--- src/rtl/pwrctl_pkg.sv ---
package pwrctl_pkg;
  localparam int ADDR_W = 8;
  localparam int DATA_W = 32;
  localparam int NUM_PINS = 2;
  localparam int MASK_LSB = 16;

  localparam logic [ADDR_W-1:0] OFS_RELEASE = 8'h00;
  localparam logic [ADDR_W-1:0] OFS_CLKEN   = 8'h04;
  localparam logic [ADDR_W-1:0] OFS_POWOFF  = 8'h50;
  localparam logic [ADDR_W-1:0] OFS_PINS    = 8'h80;

  typedef enum logic [2:0] {
    SEL_NONE,
    SEL_RELEASE,
    SEL_CLKEN,
    SEL_POWOFF,
    SEL_PINS
  } reg_sel_e;
endpackage

--- src/rtl/pwrctl_regdec.sv ---
module pwrctl_regdec
  import pwrctl_pkg::*;
#(
  parameter int AW = ADDR_W
) (
  input  logic [AW-1:0] addr,
  output reg_sel_e      sel
);
  always_comb begin
    if (addr == AW'(OFS_RELEASE))      sel = SEL_RELEASE;
    else if (addr == AW'(OFS_CLKEN))   sel = SEL_CLKEN;
    else if (addr == AW'(OFS_POWOFF))  sel = SEL_POWOFF;
    else if (addr == AW'(OFS_PINS))    sel = SEL_PINS;
    else                               sel = SEL_NONE;
  end
endmodule

--- src/rtl/pwrctl_pinmask.sv ---
module pwrctl_pinmask #(
  parameter int NP = 2,
  parameter int DW = 32,
  parameter int ML = 16
) (
  input  logic          clk,
  input  logic          rst_n,
  input  logic          wr,
  input  logic [DW-1:0] wdata,
  output logic [NP-1:0] pins
);
  localparam int TOP_MASK = ML + NP - 1;

  logic [NP-1:0] mask;
  assign mask = wdata[TOP_MASK:ML];

  for (genvar i = 0; i < NP; i++) begin : g_pin
    always_ff @(posedge clk or negedge rst_n) begin
      if (!rst_n)                pins[i] <= 1'b0;
      else if (wr && mask[i])    pins[i] <= wdata[i];
    end

    assert_masked_hold_R2: assert property (@(posedge clk) disable iff (!rst_n)
      !(wr && mask[i]) |=> $stable(pins[i]));
    assert_masked_load_R2: assert property (@(posedge clk) disable iff (!rst_n)
      (wr && mask[i]) |=> (pins[i] == $past(wdata[i])));
  end
endmodule

--- src/rtl/pwrctl_offgate.sv ---
module pwrctl_offgate (
  input  logic clk,
  input  logic rst_n,
  input  logic wr_release,
  input  logic wr_clken,
  input  logic wr_powoff,
  input  logic wbit,
  output logic release_q,
  output logic clken_q,
  output logic req_q
);
  logic arm_ok;
  assign arm_ok = release_q && clken_q;

  always_ff @(posedge clk or negedge rst_n) begin
    if (!rst_n) begin
      release_q <= 1'b0;
      clken_q   <= 1'b0;
      req_q     <= 1'b0;
    end else begin
      if (wr_release) release_q <= wbit;
      if (wr_clken)   clken_q   <= wbit;
      if (wr_powoff && wbit && arm_ok) req_q <= 1'b1;
    end
  end

  assert_sticky_R7: assert property (@(posedge clk) disable iff (!rst_n)
    req_q |=> req_q);
  assert_gate_order_R6: assert property (@(posedge clk) disable iff (!rst_n)
    $rose(req_q) |-> $past(release_q && clken_q && wr_powoff));
  assert_raise_R5: assert property (@(posedge clk) disable iff (!rst_n)
    (wr_powoff && wbit && release_q && clken_q) |=> req_q);
endmodule

--- src/rtl/pwrctl_top.sv ---
module pwrctl_top
  import pwrctl_pkg::*;
#(
  parameter int AW = ADDR_W,
  parameter int DW = DATA_W,
  parameter int NP = NUM_PINS,
  parameter int ML = MASK_LSB
) (
  input  logic          clk,
  input  logic          rst_n,
  input  logic [AW-1:0] bus_addr,
  input  logic [DW-1:0] bus_wdata,
  input  logic          bus_we,
  input  logic          bus_re,
  output logic [DW-1:0] bus_rdata,
  output logic [NP-1:0] pin_out,
  output logic          pwr_off_req
);
  reg_sel_e sel;
  logic release_q, clken_q;

  pwrctl_regdec #(.AW(AW)) u_dec (
    .addr (bus_addr),
    .sel  (sel)
  );

  pwrctl_pinmask #(.NP(NP), .DW(DW), .ML(ML)) u_pins (
    .clk   (clk),
    .rst_n (rst_n),
    .wr    (bus_we && (sel == SEL_PINS)),
    .wdata (bus_wdata),
    .pins  (pin_out)
  );

  pwrctl_offgate u_gate (
    .clk        (clk),
    .rst_n      (rst_n),
    .wr_release (bus_we && (sel == SEL_RELEASE)),
    .wr_clken   (bus_we && (sel == SEL_CLKEN)),
    .wr_powoff  (bus_we && (sel == SEL_POWOFF)),
    .wbit       (bus_wdata[0]),
    .release_q  (release_q),
    .clken_q    (clken_q),
    .req_q      (pwr_off_req)
  );

  always_comb begin
    bus_rdata = '0;
    if (bus_re) begin
      unique case (sel)
        SEL_RELEASE: bus_rdata[0] = release_q;
        SEL_CLKEN:   bus_rdata[0] = clken_q;
        SEL_POWOFF:  bus_rdata[0] = pwr_off_req;
        default:     bus_rdata    = '0;
      endcase
    end
  end

  assert_pin_unreadable_R3: assert property (@(posedge clk) disable iff (!rst_n)
    (bus_re && bus_addr == AW'(OFS_PINS)) |-> (bus_rdata == '0));
  assert_unmapped_ignored_R8: assert property (@(posedge clk) disable iff (!rst_n)
    (bus_we && sel == SEL_NONE) |=> ($stable(pin_out) && $stable(pwr_off_req)
                                     && $stable(release_q) && $stable(clken_q)));
  assert_idle_rdata_R9: assert property (@(posedge clk) disable iff (!rst_n)
    !bus_re |-> (bus_rdata == '0));
  assert_ctrl_rdata_R4: assert property (@(posedge clk) disable iff (!rst_n)
    bus_re |-> (bus_rdata[DW-1:1] == '0));
endmodule

--- config.mk ---
export PLATFORM = sky130hd
export DESIGN_NAME = pwrctl_top
export DESIGN_NICKNAME = d
export VERILOG_FILES = /design/src/rtl/pwrctl_pkg.sv /design/src/rtl/pwrctl_regdec.sv /design/src/rtl/pwrctl_pinmask.sv /design/src/rtl/pwrctl_offgate.sv /design/src/rtl/pwrctl_top.sv
export SDC_FILE = /design/constraint.sdc
export NUM_CORES = 1
export LEC_CHECK = 0
export BUFFER_PORTS_ARGS = -buffer_cell sky130_fd_sc_hd__buf_4
export CAP_MARGIN = 20
export CORE_UTILIZATION = 27
export CTS_CLUSTER_DIAMETER = 120
export DETAILED_ROUTE_END_ITERATION = 6
export PLACE_DENSITY = 0.84
export SLEW_MARGIN = 10
export SYNTH_ARGS = -nofsm -noshare
export SYNTH_HDL_FRONTEND = slang
export SYNTH_SLANG_ARGS = --single-unit
--- constraint.sdc ---
create_clock -name clk -period 0.95 [get_ports clk]
set_clock_uncertainty 0.05 [all_clocks]
set_input_delay 0.095 -clock clk [delete_from_list [all_inputs] [get_ports clk]]
set_output_delay 0.095 -clock clk [all_outputs]
set_load 0.005 [all_outputs]
# Word-level counts from Yosys, hierarchy flattened
# Index checks and enable logic that the tools add are counted.
[totals]
register_bits = 5
romBits = 0
in_bits = 44
memories = 0
output_inout_bits = 35
elab_cells = 28
latch_bits = 0
ramBits = 0
[op_classes]
mul = 0
n_bitwise = 0
muxes = 6
add_sub_neg = 0
n_reduce_logical = 10
n_shift = 0
eq_ne = 7
div_mod_pow = 0
n_lt_le_gt_ge = 0
[op_table]
columns = ["op", "n"]
rows = [
  ["$mux W3", 4],
  ["$logic_and A1 B1 Y1", 9],
  ["$eq A8 B3 Y1 const B", 1],
  ["$eq A8 B7 Y1 const B", 1],
  ["$eq A8 B8 Y1 const B", 1],
  ["$logic_not A8 Y1", 1],
  ["$eq A3 B2 Y1 const B", 2],
  ["$eq A3 B1 Y1 const B", 1],
  ["$eq A3 B3 Y1 const B", 1],
  ["$pmux W1 S3", 1],
  ["$mux W1", 1],
]

# Depth between registers and ports, before layout
# Gate-level depths: netlist (run 1).
[logic_depth]
ltp_word = 9
ltp_mapped = 3
depth_no_buf = 3

# Hierarchy
# A second synthesis (run 1) with hierarchy kept.
[unflattened]
hier_cells = 61
hier_area_um2 = 573.0
[modules_own_cells]
columns = ["module", "seq_area_each_um2", "area_each_um2", "instances", "cells_per_inst"]
rows = [
  ["pwrctl_top", 0.0, 311.5, 1, 41],
  ["pwrctl_offgate", 75.1, 111.4, 1, 6],
  ["pwrctl_pinmask", 50.0, 87.6, 1, 6],
  ["pwrctl_regdec", 0.0, 62.6, 1, 8],
]

# Worst setup path after synthesis (run 1)
# OpenSTA, ideal clock, no wires.
[synth_timing]
path_kind = "input -> register"
from = "input port bus_addr[6]"
to = "register u_pins.pins[0]"
path_buffers = 0
setup_ps = 127
t_arrival_ps = 839
cell_stages = 3
path_slack_ps = -67
required_ps = 773
cell_sequence = "nor4b_4 > nand4b_1 > mux2_1"
[synth_between]
elab_chain_cells = 8
word_cells_on_any_way = 11
cone_classes = "eq/ne: 4; mux: 4; reduce/logical: 3"
[synth_lines]
columns = ["element", "line", "text"]
rows = [
  ["from (decl)", "pwrctl_top.sv:11", "input logic [AW-1:0] bus_addr,"],
  ["$eq A8 B8 Y1", "pwrctl_regdec.sv:13", "else if (addr == AW'(OFS_PINS)) sel = SEL_PINS;"],
  ["$mux W3", "pwrctl_regdec.sv:13", ""],
  ["$mux W3", "pwrctl_regdec.sv:12", "else if (addr == AW'(OFS_POWOFF)) sel = SEL_POWOFF;"],
  ["$mux W3", "pwrctl_regdec.sv:11", "else if (addr == AW'(OFS_CLKEN)) sel = SEL_CLKEN;"],
  ["$mux W3 (*)", "pwrctl_regdec.sv:10", "if (addr == AW'(OFS_RELEASE)) sel = SEL_RELEASE;"],
  ["$eq A3 B3 Y1 (*)", "pwrctl_top.sv:30", ".wr (bus_we && (sel == SEL_PINS)),"],
  ["$logic_and A1 B1 Y1 (*)", "pwrctl_top.sv:30", ""],
  ["$logic_and A1 B1 Y1 (*)", "pwrctl_pinmask.sv:20", "else if (wr && mask[i]) pins[i] <= wdata[i];"],
  ["to (signal, indexed assignment)", "pwrctl_pinmask.sv:20", ""],
  ["to (decl)", "pwrctl_pinmask.sv:10", "output logic [NP-1:0] pins"],
]
# Every way passes the cells marked *; elsewhere a longest branch is shown, timed or not.
# A chain may end at the register's enable or synchronous reset.

# Final worst setup path (run 1)
[layout_timing]
from = "register u_gate.release_q"
to = "output port bus_rdata[0]"
[layout_between]
elab_chain_cells = 2
[layout_lines]
columns = ["element", "line", "text"]
rows = [
  ["from (decl)", "pwrctl_offgate.sv:8", "output logic release_q,"],
  ["from (signal assigned)", "pwrctl_offgate.sv:21", "if (wr_release) release_q <= wbit;"],
  ["$pmux W1 S3", "pwrctl_top.sv:50", "unique case (sel)"],
  ["$mux W1", "pwrctl_top.sv:49", "if (bus_re) begin"],
  ["to (decl)", "pwrctl_top.sv:15", "output logic [DW-1:0] bus_rdata,"],
]
# No other way between the ends.

==> run summary, run 1 <==
The run finished, with violations left. The final reports fail on setup timing. For the number of non-filler instances in the completed layout, the log shows 113. IR analysis of the VDD net gives a maximum drop of 0.277 mV. For this run, the share of the core covered by cells in the final layout is 37.9%. The post-layout worst setup margin is -0.426 ns, and the count of different cell masters after synthesis is 17.

The peak-usage layer in the global routing report is met2. Of the synthesized area, sequential elements account for 22.4%. The final period demand of the worst path came out at 1.38 ns.

The worst setup path is launched from a flip-flop. The first global-routing pass estimated 1370 µm of wire. After detailed routing, the total wire length is 969 µm. The floorplan has 16 rows. The Yosys step of the flow raised 0 warnings. The worst endpoint required time was 0.81 ns. In this run the mean area of a mapped cell was 10.2 µm². In this run the count of I/O pins placed on the die edge is 79. From bottom edge to top edge, the die measures 47.5 µm. The sort of element at the end of the critical path was an output port.

The run gives 0.0302 ns as the worst hold margin. The leakage component of the power came out at 0.409 nW. The tools report the sequential share of power as 36.3%.

Entering global routing, the biggest net connects 6 pins. Type of the worst min-delay path: in2reg. In the final routed layout, each cell accounts on average for 8.58 µm.

The post-synthesis cell area was 559 µm²; the detailed-placement wirelength estimate was 792 µm. The number of failing setup endpoints in the final timing report was 6; the number of clock buffers inserted by TritonCTS was 3. The number of fillers in the final layout was 204; the clock latency reported for the late side of the worst-skew pair was 0.23 ns.

After clock tree synthesis, the clock-pin slew on the worst setup and hold paths is 0.04 ns. Data on the critical path arrives at its endpoint at 1.23 ns. The run gives 0 as the final number of hold-violating endpoints. The tools report the number of H-tree branching levels as 1. For this run, the total global-route usage over all layers was measured as 9.66%. Of all nets on the critical path, the largest fanout is 2. The tools report the number of nets in the finished design as 131. 0 antenna diodes ended up in the layout. For the iteration count of the initial detailed-routing pass, the log shows 1.

After technology mapping, the gate count stands at 55. The region available for standard cell placement spans 0.00196 mm². At the end of routability-driven placement, the weighted congestion stood at 0.750.

The worst setup path category was reg2out. The share of the clock period used by the worst path is 145%. Input and output buffers added on the ports amount to 19. The run gives 0 as the initial antenna violation count. The synthesized design contains 5 register bits. For the via count, the log shows 400.

Setup repair after global routing could not meet its margin everywhere. In this run, the clock network consumes 38.3% of the power. The logs give 2 for the maximum buffer depth of the clock tree and 5 for the total number of clock tree sinks.

In this run, placement finished with an instance count of 104. The horizontal die dimension was 47.5 µm; the part of the power in combinational logic was 25.5%. The run gives 3.40% as the met3 routing resource usage after global routing. Summed over all nets, the switching power comes to 153 µW.

For the aggregate global routing overflow, the log shows 0. Using the TritonRoute via totals, the vias-per-cell ratio works out to 3.54. The initial core utilization came out at 28.5%. Global routing consumed, on the met1 layer, 9.13% of the routing resources.

The layout overhead on the synthesized area is 32.9%, and the ratio of cells with drive above 1 in the final layout is 45.3%. Derived from the worst setup path, the maximum achievable clock frequency is 0.727 GHz. TritonCTS built the clock tree. The number of global-route vias before repair was 342; the post-route setup TNS was -0.838 ns. Internal power comes to 462 µW.

The switching share of total power is 24.9%. The multi-input combinational cells in the finished layout cover a total of 327 µm². The tree is rooted in a clkbuf_4.

Dividing total power by cell area gives a power density of 829 mW/mm². For this run, design rule violations remaining after detail routing come to 0. The DRC violation total after the first TritonRoute iteration was 0.

The post-detailed-route count of antenna-violating nets was 0. The run gives 0 as the max-slew violation count. Summing all flip-flop and latch instances after layout gives 125 µm².

In the global route stage, met2 resource usage came out at 16.4%. The run gives 0.00226 mm² as the die outline area. Max-cap violations in this run came to 0.
layout by cell type, fill, tap and decap left out, drive strengths merged:
| cell type | instances |
|---|---|
| a22oi | 1 |
| a41o | 1 |
| and3b | 1 |
| and4b | 1 |
| buf | 27 |
| clkbuf | 4 |
| conb | 31 |
| dfrtp | 5 |
| dlygate4sd3 | 1 |
| mux2 | 5 |
| nand3 | 1 |
| nand3b | 1 |
| nand4b | 2 |
| nor2 | 1 |
| nor4 | 1 |
| nor4b | 2 |
| nor4bb | 1 |
metal layers:
metal,part of all wire (%),vias up
li1,-,191
met1,34,180
met2,56,29
met3,9.8,0
met4,0,0
met5,0,-
cell usage after synthesis:
master     n  area (µm²)
buf_4     31         233
dfrtp_1    5         125
mux2_2     3        33.8
mux2_1     2        22.5
nand4b_1   2        17.5
a22oi_1    1        7.51
a41o_1     1        10.0
and3b_2    1        10.0
and4b_1    1        10.0
conb_1     1        3.75
nand3_1    1        5.00
nand3b_1   1        7.51
nor2_1     1        3.75
nor4_4     1        21.3
nor4b_2    1        15.0
nor4b_4    1        23.8
nor4bb_1   1        10.0
power by group through the flow:
stage	clock network (mW)	registers, mW	logic [mW]
CTS	0.249	0.223	0.151
finish	0.236	0.223	0.157
floorplan	0	0.226	0.144
global placement	0	0.226	0.135
global route	0.266	0.224	0.181
detailed placement	0	0.226	0.138
worst paths after layout:
kind,cells past startpoint,startpoint,slack [ns],endpoint
setup reg to reg,3,u_gate.release_q,-0.11,u_gate.req_q
min in group asynchronous,2,rst_n,0.15,u_gate.release_q
max in group asynchronous,2,rst_n,0.60,u_pins.pins[0]
hold reg to reg,1,u_pins.pins[1],0.44,u_pins.pins[1]
hold / removal,2,bus_wdata[1],0.03,u_pins.pins[1]
setup / recovery,4,u_gate.release_q,-0.43,bus_rdata[0]
area by class of cell:
class	count	area share (%)
Clock buffer	4	3.54
Sequential cell	5	16.8
Multi-Input combinational cell	49	43.9
Timing Repair Buffer	28	31.1
Tap cell	27	4.55
registers in the layout, summed over array words and instances, names as in the netlist:
| signal | count |
|---|---|
| u_gate.clken_q | 1 |
| u_gate.release_q | 1 |
| u_gate.req_q | 1 |
| u_pins.pins | 2 |
repair_timing:
action / in CTS / in global routing
resized for setup: 7 / 1
setup buffers: 1 / 4
endpoints found under the hold margin: 5 / 0
setup endpoints to repair: 5 / 7
pin swaps: 6 / 4
hold buffers: 1 / 0
metrics by stage:
stage	instance area, µm²	power [mW]	setup slack (ns)
4_1_cts	717	0.623	-0.424
3_3_place_gp	646	0.362	-0.255
6_report	743	0.616	-0.426
2_1_floorplan	672	0.370	-0.0643
5_1_grt	743	0.670	-0.486
3_5_place_dp	646	0.364	-0.300
cell families after synthesis:
family | after synthesis | synth area share, %
other cells | 1 | 0.670
buf+inv | 31 | 41.6
mux | 5 | 10.1
compound gates | 2 | 3.13
flops | 5 | 22.4
simple gates | 11 | 22.1
critical path, stage by stage (launching register included):
cell and delay, ns:
dfrtp_1 0.37, mux2_4 0.27, a22oi_2 0.14, nor4bb_1 0.08, buf_4 0.14
Power figures use the tool's default switching activity.
==> run 2, diff against run 1 <==
--- a/config.mk
+++ b/config.mk
@@ -11,6 +11,7 @@
 export CTS_CLUSTER_DIAMETER = 120
 export DETAILED_ROUTE_END_ITERATION = 6
 export PLACE_DENSITY = 0.84
+export REMOVE_ABC_BUFFERS = 1
 export SLEW_MARGIN = 10
 export SYNTH_ARGS = -nofsm -noshare
 export SYNTH_HDL_FRONTEND = slang
==> run 2 against run 1 <==
  * The flow still finishes with violations (setup timing)
  * Register-to-register slack better by 0.04 ns
  * Global-route usage is 0.47 points lower
  * Sequential cell count stayed put
  * Cell count is 1.8% lower
  * Clock-buffer cell count stayed put
  * Clock power is 2% higher
  * Sequential share of layout area is 0.25 points lower
  * Hold slack better by 0.011 ns
  * Fmax hardly changed
  * Wire length is 2.0% lower
  * Non-clock buffer count is 2 lower
==> run summary, run 2 (synthesis results as in run 1) <==
The flow ran to the end, but the final reports show violations. The final reports fail on setup timing. For this design, the sink count on the clock tree is 5. Static timing analysis puts the maximum clock frequency at 0.726 GHz. Top register by number of flip-flops: u_pins.pins. For this run the aggregate overflow at the end of global routing stands at 0.

TritonCTS built the clock tree. The worst setup path is launched from a flip-flop. Max-cap violations in this run came to 0. The logs give 1 for the iteration count of the initial detailed-routing pass and 351 for the number of global-route vias before repair. The floorplan step defined a die boundary enclosing 0.00226 mm². Leaving out fill and tap cells, the most frequent cell in the layout is conb_1.

For this block, the routed nets add up to 950 µm of wire. During I/O placement, the number of pins put on the boundary was 79. The share of the clock period used by the worst path was 145%; the number of failing setup endpoints in the final timing report was 3. Row generation in the floorplan step produced 16 rows.

The worst setup path category was reg2out. Setup repair after global routing could not meet its margin everywhere. The number of H-tree branching levels was 1. For the post-layout worst setup margin, the log shows -0.427 ns. The average detailed-routed wire length per instance came out at 8.56 µm.

The run gives 1350 µm as the wire length of the first global-routing pass. For the final number of hold-violating endpoints, the log shows 0. In this run the critical register-to-register path is launched from u_gate.release_q. For the max-slew violation count, the log shows 0.

The largest net degree at the start of global routing was 6. In this run the worst setup path begins at u_gate.release_q. The total power density per cell area was 829 mW/mm²; the clock latency reported for the late side of the worst-skew pair was 0.24 ns. Input and output buffers added on the ports amount to 19.

The number of clock buffers inserted by TritonCTS is 3, and the ratio of cells with drive above 1 in the final layout is 46.4%. After detailed routing, the number of vias per cell comes to 3.65. The worst hold path begins at bus_wdata[1]. Counting the fill cells in the layout gives 193. The horizontal die dimension is 47.5 µm, and the worst reg-to-reg path cell count is 3. The detailed-placement wirelength estimate was 784 µm. The worst register-to-register path ends at u_gate.req_q. The final period demand of the worst path was 1.38 ns; the setup slack of the most critical reg-to-reg path was -0.07 ns.

After floorplanning, the core was sized to cover 0.00196 mm². The register with the most flip-flops in the layout has 2 of them. The clock passes through at most 2 buffers. The clock slew seen by the registers of the worst setup and hold paths was 0.04 ns; the via count was 405. The post-route DRC violation count was 0; the layout overhead on the synthesized area was 34.9%. The tools report the post-layout total power as 626 µW. For the final routed database, the setup TNS stands at -0.652 ns.

The maximum fanout along the worst path is 2, and the initial core utilization is 28.5%. The min-delay analysis places its worst path in the category in2reg. The CTS root buffer was clkbuf_4. The sort of element at the end of the critical path is an output port. The peak supply drop was 0.245 mV.

The number of nets in the finished design is 129. At the worst endpoint, the required time is 0.81 ns. The DRC violation total after the first TritonRoute iteration is 0, and the post-detailed-route count of antenna-violating nets is 0. The top cell types in the final layout, fill and taps aside, are 31 x conb_1, 20 x buf_4, 5 x dfrtp_1.

For the placer's final routability congestion estimate, the log shows 0.801. STA puts the critical path data arrival time at 1.23 ns. The floorplan step set the die height to 47.5 µm.

The repair_antennas step left the layout with diodes totalling 0. For this run, the total global-route usage over all layers was measured as 9.19%. In this run the worst setup path terminates at bus_rdata[0].

The tools report the leakage component of the power as 0.409 nW. The initial antenna violation count is 0.
-- run 2: per-layer routing --
layer | wire length, µm | GRT usage (%)
met2 | 502 | 17.5
met5 | 0 | 0
met3 | 98 | 4.53
met1 | 349 | 7.52
met4 | 0 | 5.14
-- run 2: cell type report --
type / instances / area, µm² / share of cell area [%]
repair buffers: 26 / 224 / 29.7
flip-flops and latches: 5 / 125 / 16.6
well taps: 27 / 33.8 / 4.48
multi-input cells: 49 / 345 / 45.8
clock buffers: 4 / 26.3 / 3.48
-- run 2: worst max-delay path, cell delays in order, from the launching register on --
cell and delay (ns):
dfrtp_1 0.37, mux2_4 0.27, a22oi_2 0.15, nor4bb_2 0.07, buf_4 0.13
-- run 2: what timing repair did --
| action | in CTS | in global routing |
|---|---|---|
| gates resized for setup | 7 | 6 |
| pin swaps | 6 | 4 |
| hold buffers | 1 | 0 |
| endpoints found under the setup margin | 5 | 5 |
| endpoints found under the hold margin | 5 | 0 |
| setup buffers | 2 | 1 |
-- run 2: worst min path at each step --
stage               depth (start not counted)             end  slack (ns)
floorplan                                   0  u_gate.clken_q       -0.25
global placement                            1  u_gate.clken_q       -0.15
detailed placement                          1  u_gate.clken_q       -0.15
CTS                                         2  u_pins.pins[1]        0.03
global route                                2  u_pins.pins[1]        0.03
finish                                      2  u_pins.pins[1]        0.04
-- run 2: through the flow --
step	area (µm²)	util (%)	hold WS, ns	setup WS (ns)	cells
after floorplan	439	-	-0.251	-0.0668	54
after global placement	646	32.9	-0.152	-0.255	104
after detailed placement	646	32.9	-0.147	-0.285	104
after CTS	724	36.9	0.0350	-0.414	111
after global routing	754	38.5	0.0319	-0.476	111
final	754	38.5	0.0410	-0.427	111
-- run 2: power breakdown --
group / total [mW] / switching (mW) / internal (mW) / leakage, nW
Sequential: 0.223 / 0.00307 / 0.220 / 0.0693
Combinational: 0.163 / 0.0756 / 0.0872 / 0.325
Clock: 0.240 / 0.0811 / 0.158 / 0.0150
Total: 0.626 / 0.160 / 0.466 / 0.409
